`src/rtl/ctlport_pkg.sv`:
```
package ctlport_pkg;

  typedef enum logic [1:0] {
    RGN_PARAM = 2'd0,
    RGN_PROG  = 2'd1,
    RGN_REG16 = 2'd2,
    RGN_REG8  = 2'd3
  } region_e;

  typedef enum logic [2:0] {
    ST_IDLE = 3'd0,
    ST_AHI  = 3'd1,
    ST_ALO  = 3'd2,
    ST_DATA = 3'd3,
    ST_SKIP = 3'd4
  } state_e;

  localparam int unsigned NUM_RGN  = 4;
  localparam int unsigned WORD_W   = 40;
  localparam int unsigned CNT_W    = 3;

  function automatic logic [CNT_W-1:0] rgn_bytes(input region_e r);
    case (r)
      RGN_PARAM: rgn_bytes = 3'd4;
      RGN_PROG:  rgn_bytes = 3'd5;
      RGN_REG16: rgn_bytes = 3'd2;
      default:   rgn_bytes = 3'd1;
    endcase
  endfunction

  function automatic logic [WORD_W-1:0] rgn_mask(input region_e r);
    case (r)
      RGN_PARAM: rgn_mask = {{(WORD_W-28){1'b0}}, {28{1'b1}}};
      RGN_PROG:  rgn_mask = {WORD_W{1'b1}};
      RGN_REG16: rgn_mask = {{(WORD_W-16){1'b0}}, {16{1'b1}}};
      default:   rgn_mask = {{(WORD_W-8){1'b0}}, {8{1'b1}}};
    endcase
  endfunction

endpackage

```
`src/rtl/ctlport_region_map.sv`:
```
module ctlport_region_map
  import ctlport_pkg::*;
#(
  parameter int unsigned ADDR_W = 12,
  parameter logic [ADDR_W-1:0] PARAM_LO = 12'h000,
  parameter logic [ADDR_W-1:0] PARAM_HI = 12'h3FF,
  parameter logic [ADDR_W-1:0] PROG_LO  = 12'h400,
  parameter logic [ADDR_W-1:0] PROG_HI  = 12'h7FF,
  parameter logic [ADDR_W-1:0] REG16_LO = 12'h800,
  parameter logic [ADDR_W-1:0] REG16_HI = 12'h80F,
  parameter logic [ADDR_W-1:0] REG8_LO  = 12'h810,
  parameter logic [ADDR_W-1:0] REG8_HI  = 12'h81F
) (
  input  logic [ADDR_W-1:0] addr_i,
  output logic              hit_o,
  output region_e           region_o,
  output logic [CNT_W-1:0]  nbytes_o
);

  localparam logic [ADDR_W-1:0] LO_TAB [NUM_RGN] = '{PARAM_LO, PROG_LO, REG16_LO, REG8_LO};
  localparam logic [ADDR_W-1:0] HI_TAB [NUM_RGN] = '{PARAM_HI, PROG_HI, REG16_HI, REG8_HI};

  logic [NUM_RGN-1:0] hit_vec;

  for (genvar g = 0; g < NUM_RGN; g++) begin : g_cmp
    assign hit_vec[g] = (addr_i >= LO_TAB[g]) && (addr_i <= HI_TAB[g]);
  end

  always_comb begin
    region_o = RGN_PARAM;
    for (int i = NUM_RGN - 1; i >= 0; i--) begin
      if (hit_vec[i]) region_o = region_e'(i);
    end
  end

  assign hit_o    = |hit_vec;
  assign nbytes_o = rgn_bytes(region_o);

endmodule

```
`src/rtl/ctlport_word_packer.sv`:
```
module ctlport_word_packer
  import ctlport_pkg::*;
(
  input  logic              clk,
  input  logic              rst_n,
  input  logic              load_i,
  input  logic              first_i,
  input  logic [7:0]        byte_i,
  input  region_e           region_i,
  output logic [WORD_W-1:0] word_o
);

  logic [WORD_W-1:0] sh_q;
  logic [WORD_W-1:0] sh_d;

  always_comb begin
    if (first_i) sh_d = {{(WORD_W-8){1'b0}}, byte_i};
    else         sh_d = {sh_q[WORD_W-9:0], byte_i};
  end

  always_ff @(posedge clk or negedge rst_n) begin
    if (!rst_n)      sh_q <= '0;
    else if (load_i) sh_q <= sh_d;
  end

  assign word_o = sh_d & rgn_mask(region_i);

endmodule

```
`src/rtl/ctlport_write_decoder.sv`:
```
module ctlport_write_decoder
  import ctlport_pkg::*;
#(
  parameter int unsigned ADDR_W = 12,
  parameter logic [6:0]  DEV_ADDR = 7'h34,
  parameter logic [ADDR_W-1:0] PARAM_LO  = 12'h000,
  parameter logic [ADDR_W-1:0] PARAM_HI  = 12'h3FF,
  parameter logic [ADDR_W-1:0] PROG_LO   = 12'h400,
  parameter logic [ADDR_W-1:0] PROG_HI   = 12'h7FF,
  parameter logic [ADDR_W-1:0] REG16_LO  = 12'h800,
  parameter logic [ADDR_W-1:0] REG16_HI  = 12'h80F,
  parameter logic [ADDR_W-1:0] REG8_LO   = 12'h810,
  parameter logic [ADDR_W-1:0] REG8_HI   = 12'h81F,
  parameter logic [ADDR_W-1:0] LAST_ADDR = REG8_HI
) (
  input  logic              clk,
  input  logic              rst_n,
  input  logic              frame_i,
  input  logic              byte_valid_i,
  input  logic [7:0]        byte_i,
  output logic              wr_stb_o,
  output logic [1:0]        wr_region_o,
  output logic [ADDR_W-1:0] wr_addr_o,
  output logic [WORD_W-1:0] wr_data_o
);

  localparam int unsigned HI_BITS = ADDR_W - 8;

  // reset: asserted asynchronously, released on a clock edge
  logic [1:0] rst_sync_q;
  logic       rst_sync_n;

  always_ff @(posedge clk or negedge rst_n) begin
    if (!rst_n) rst_sync_q <= 2'b00;
    else        rst_sync_q <= {rst_sync_q[0], 1'b1};
  end
  assign rst_sync_n = rst_sync_q[1];

  // state
  state_e            state_q, state_d;
  logic [ADDR_W-1:0] addr_q, addr_d;
  logic [CNT_W-1:0]  idx_q, idx_d;
  logic              sat_q, sat_d;
  logic              stb_q, stb_d;
  logic [1:0]        oreg_q;
  logic [ADDR_W-1:0] oadr_q;
  logic [WORD_W-1:0] odat_q;

  logic              acc;
  logic              hit;
  region_e           region;
  logic [CNT_W-1:0]  nbytes;
  logic              pack_load;
  logic [WORD_W-1:0] word;

  assign acc = frame_i && byte_valid_i;

  ctlport_region_map #(
    .ADDR_W(ADDR_W),
    .PARAM_LO(PARAM_LO), .PARAM_HI(PARAM_HI),
    .PROG_LO(PROG_LO),   .PROG_HI(PROG_HI),
    .REG16_LO(REG16_LO), .REG16_HI(REG16_HI),
    .REG8_LO(REG8_LO),   .REG8_HI(REG8_HI)
  ) i_map (
    .addr_i  (addr_q),
    .hit_o   (hit),
    .region_o(region),
    .nbytes_o(nbytes)
  );

  assign pack_load = acc && (state_q == ST_DATA);

  ctlport_word_packer i_pack (
    .clk     (clk),
    .rst_n   (rst_sync_n),
    .load_i  (pack_load),
    .first_i (idx_q == '0),
    .byte_i  (byte_i),
    .region_i(region),
    .word_o  (word)
  );

  // next state
  always_comb begin
    state_d = state_q;
    addr_d  = addr_q;
    idx_d   = idx_q;
    sat_d   = sat_q;
    stb_d   = 1'b0;
    if (!frame_i) begin
      state_d = ST_IDLE;
      idx_d   = '0;
      sat_d   = 1'b0;
    end else if (acc) begin
      case (state_q)
        ST_IDLE: begin
          if (byte_i[7:1] == DEV_ADDR && !byte_i[0]) state_d = ST_AHI;
          else                                       state_d = ST_SKIP;
        end
        ST_AHI: begin
          addr_d[ADDR_W-1:8] = byte_i[HI_BITS-1:0];
          state_d = ST_ALO;
        end
        ST_ALO: begin
          addr_d[7:0] = byte_i;
          idx_d       = '0;
          state_d     = ST_DATA;
        end
        ST_DATA: begin
          if (idx_q == '0 && !hit) begin
            state_d = ST_SKIP;
          end else if (idx_q == nbytes - 3'd1) begin
            idx_d = '0;
            if (!sat_q) begin
              stb_d = 1'b1;
              if (addr_q == LAST_ADDR) sat_d = 1'b1;
              else                     addr_d = addr_q + 1'b1;
            end
          end else begin
            idx_d = idx_q + 3'd1;
          end
        end
        default: state_d = ST_SKIP;
      endcase
    end
  end

  // registers
  always_ff @(posedge clk or negedge rst_sync_n) begin
    if (!rst_sync_n) begin
      state_q <= ST_IDLE;
      addr_q  <= '0;
      idx_q   <= '0;
      sat_q   <= 1'b0;
      stb_q   <= 1'b0;
    end else begin
      state_q <= state_d;
      addr_q  <= addr_d;
      idx_q   <= idx_d;
      sat_q   <= sat_d;
      stb_q   <= stb_d;
    end
  end

  always_ff @(posedge clk or negedge rst_sync_n) begin
    if (!rst_sync_n) begin
      oreg_q <= '0;
      oadr_q <= '0;
      odat_q <= '0;
    end else if (stb_d) begin
      oreg_q <= region;
      oadr_q <= addr_q;
      odat_q <= word;
    end
  end

  assign wr_stb_o    = stb_q;
  assign wr_region_o = oreg_q;
  assign wr_addr_o   = oadr_q;
  assign wr_data_o   = odat_q;

  // checks
  logic in_bounds;
  always_comb begin
    case (wr_region_o)
      2'd0:    in_bounds = wr_addr_o >= PARAM_LO && wr_addr_o <= PARAM_HI;
      2'd1:    in_bounds = wr_addr_o >= PROG_LO  && wr_addr_o <= PROG_HI;
      2'd2:    in_bounds = wr_addr_o >= REG16_LO && wr_addr_o <= REG16_HI;
      default: in_bounds = wr_addr_o >= REG8_LO  && wr_addr_o <= REG8_HI;
    endcase
  end

  assert_region_bounds_R4: assert property (@(posedge clk) disable iff (!rst_sync_n)
    wr_stb_o |-> in_bounds);

  assert_silent_skip_R1: assert property (@(posedge clk) disable iff (!rst_sync_n)
    (state_q != ST_DATA) |=> !wr_stb_o);

  assert_reg8_width_R3: assert property (@(posedge clk) disable iff (!rst_sync_n)
    (wr_stb_o && wr_region_o == 2'd3) |-> (wr_data_o[WORD_W-1:8] == '0));

  assert_param_width_R3: assert property (@(posedge clk) disable iff (!rst_sync_n)
    (wr_stb_o && wr_region_o == 2'd0) |-> (wr_data_o[WORD_W-1:28] == '0));

  assert_step_R5: assert property (@(posedge clk) disable iff (!rst_sync_n)
    wr_stb_o |-> (sat_q ? (addr_q == wr_addr_o) : (addr_q == wr_addr_o + 1'b1)));

  assert_abort_R7: assert property (@(posedge clk) disable iff (!rst_sync_n)
    !frame_i |=> (state_q == ST_IDLE && idx_q == '0 && !sat_q));

  assert_saturate_R8: assert property (@(posedge clk) disable iff (!rst_sync_n)
    sat_q |-> (addr_q == LAST_ADDR));

endmodule

```
`config.mk`:
```
export PLATFORM = sky130hd
export DESIGN_NAME = ctlport_write_decoder
export DESIGN_NICKNAME = d
export VERILOG_FILES = /design/src/rtl/ctlport_pkg.sv /design/src/rtl/ctlport_region_map.sv /design/src/rtl/ctlport_word_packer.sv /design/src/rtl/ctlport_write_decoder.sv
export SDC_FILE = /design/constraint.sdc
export NUM_CORES = 1
export LEC_CHECK = 0
export CORE_MARGIN = 3
export CORE_UTILIZATION = 51
export DETAILED_ROUTE_END_ITERATION = 8
export PLACE_DENSITY = 0.75
export SYNTH_ARGS = -nofsm -noshare
export SYNTH_HDL_FRONTEND = slang
export SYNTH_SLANG_ARGS = --single-unit
```
`constraint.sdc`:
```
create_clock -name clk -period 6.8 [get_ports clk]
set_input_delay 1.36 -clock clk [delete_from_list [all_inputs] [get_ports clk]]
set_output_delay 1.36 -clock clk [all_outputs]
set_load 0.03 [all_outputs]
```
==> metrics <==
post-route ant nets 0; Post-synth EDFFs 0; Setup crit end kind register; leakage roughly 2.8 nW; Inserted Clock Buffers 9; Syn Area/Cell 9.86 um^2; Buf+Inv Stages, Crit Path 2; Max stage delay on crit path ~0.94 ns; antenna violations before repair 0; CTS sink count 108; RD Place Congestion between 0.9 and 1; vias per inst approximately 5.8; largest net degree at the start of global routing 68; critical path class in2reg; WL/cell approximately 17 um; top cell type by total area after synthesis dfrtp_1; slowest stage cell, crit path or2_2; # rows 35; io pins 67; Tot GR Track Use 21.8%; commonest non-fill, non-tap cell in the layout nand2_1; remaining global-route overflow 0; CTS tree yes; number of global-route vias before repair ~3.8k; Hold Buf Count CTS 0; CP startpoint frame_i; RR Endpoint wr_addr_o[10]; share of cells above drive strength 1 under 10%; final-stage net count around 560; Area growth, synth to finish 17.3%; Die W 105 um; Hold/Removal Path Class reg2async; CP startpoint kind input pin; Final Hold Fails 0; Crit path max-delay family simple AND/OR/NAND/NOR gates; setup TNS 0 ns; post-cts resize count 0; status completed; cell total after placement between 600 and 700; Post-Synthesis Cell Area 4960 um^2; clk_lat worst skew around 0.37 ns; max_cap viols 0; R2R Path Start state_q[0]; Synth warnings 0; RSZ-0062 raised after global routing false; R2R depth 7; ys async rst share 100%; synth top area cells dfrtp_1 (55%), nand2_1 (8.7%), o21ai_0 (5.2%); # setup viols final 0; Die ar. 10900 um^2; area fraction of the dominant cell type after synthesis 54.5%; postcts setup bufs 0; Cell Pwr Density between 150 and 200 nW/um^2; sequential cell area fraction in the yosys report a little over half; Reg clk slew, reported paths about 0.10 ns; starting density of the core 53.1%; Tightest Pin Transition between 1 and 1.5 ns; WP depth 6; net count after synthesis around 520; final worst path period share 58.7%; Req. time, crit path slightly above 7 ns; Root Buffer clkbuf_8; headroom to the max-slew limit 20.5%; port bufs 66; first-pass GRT wire length around 19 mm; Critical Path Fanout Max 55; skew final 0.0104 ns; worst vdd ir 0.130 mV; Tmin final 3.99 ns; DR iter-0 viols 271; register bit total from synthesis ~110; commonest non-fill, non-tap cells in the layout nand2_1 (115), dfrtp_1 (107), clkdlybuf4s50_1 (66), o21ai_0 (52), nand3_1 (34); DRC 0; Main synth FF type dfrtp_1; Mapped Cells between 500 and 600; drt first pass iters 5; Max Fclk between 0.2 and 0.3 GHz; floorplan core area around 9300 um^2; ant diodes 0; fin. max-slew vios 0; arrival time worst endpoint between 4 and 5 ns; worst-path cell chain clkdlybuf4s50_1 > and3_1 > buf_4 > nand2b_4 > or2_2 > mux2_2; DP Wirelength 7.92 mm; Non-Filler Instances 680; chip height about 100 um; CTS H-tree lvls 3; routed via count between 3k and 4k; R2R setup slack between 3 and 4 ns; routed wire length 11.6 mm; post-synthesis cell type count 53; CTS max path bufs 2
-- per-stage QoR --
step | area (um^2) | hold WS (ns) | setup slack (ns) | utilization (%) | power, mW
5_1_grt | 5810 | 0.358 | 2.63 | 62.3 | 1.09
2_1_floorplan | 4960 | 0.331 | 3.57 | - | 0.674
4_1_cts | 5810 | 0.334 | 2.85 | 62.3 | 1.06
3_3_place_gp | 5630 | 0.324 | 2.56 | 60.4 | 0.690
3_5_place_dp | 5630 | 0.328 | 2.44 | 60.4 | 0.691
6_report | 5810 | 0.314 | 2.81 | 62.3 | 1.05
-- area by class of cell --
class                      instances  area, um^2
clock buffer                      10         128
clock inverter                     6        55.1
fill                             804        3510
inverter                           7        26.3
multi-input combinational        351        2050
sequential                       108        2710
tap                              129         161
timing repair buffer              69         683
-- where the power goes --
part,internal [mW],switching [mW]
registers,0.643,0.00626
clock network,0.141,0.229
logic,0.0102,0.0177
total,0.794,0.252
-- worst max path at each step --
stage | to | slack [ns]
after floorplan | addr_q[0] | 3.57
after global placement | wr_data_o[2] | 2.56
after detailed placement | wr_data_o[3] | 2.44
after CTS | wr_data_o[3] | 2.85
after global routing | wr_data_o[3] | 2.63
final | wr_data_o[0] | 2.81
-- logic make-up (layout without fill, tap and decap cells) --
logic type,after synthesis,count (layout),share of synthesized area (%)
other cells,1,1,0.0756
flops,108,108,54.5
compound gates,115,115,14.8
xor+xnor,1,1,0.177
buf+inv,44,92,4.06
mux,25,25,6.64
fa+ha+maj,4,4,1.01
simple gates,205,205,18.7
-- worst reg2reg max path, stage by stage, from the launching register on --
cell and delay [ns]:
dfrtp_1 0.69, nor2b_1 0.29, and2_1 0.54, and3_1 0.23, buf_4 0.33, nand2b_4 0.31
or2_2 0.76, mux2_4 0.53
-- routing by layer --
metal	up-vias	track usage [%]	wire length (um)
met2	144	34.4	5430
met1	1941	31.2	5360
met4	0	4.87	106
li1	1836	-	-
met3	13	5.00	691
met5	-	0	0
-- cells in the mapped netlist, types with 5 or more instances --
library cell / n
inv_1: 7
o21ai_0: 52
mux2_4: 14
and3_1: 5
dfrtp_1: 108
nand2_1: 115
a21oi_1: 11
nor2_1: 13
mux2_2: 7
nor2b_1: 6
nand3_1: 34
clkbuf_1: 27
nor3_1: 15
a21o_1: 14
-- state kept, by name (all words and copies together) (netlist names) --
name         cells
wr_data_o       40
i_pack.sh_q     32
addr_q          12
wr_addr_o       12
idx_q            3
state_q          3
rst_sync_q       2
wr_region_o      2
sat_q            1
wr_stb_o         1
Power figures use the tool's default switching activity.
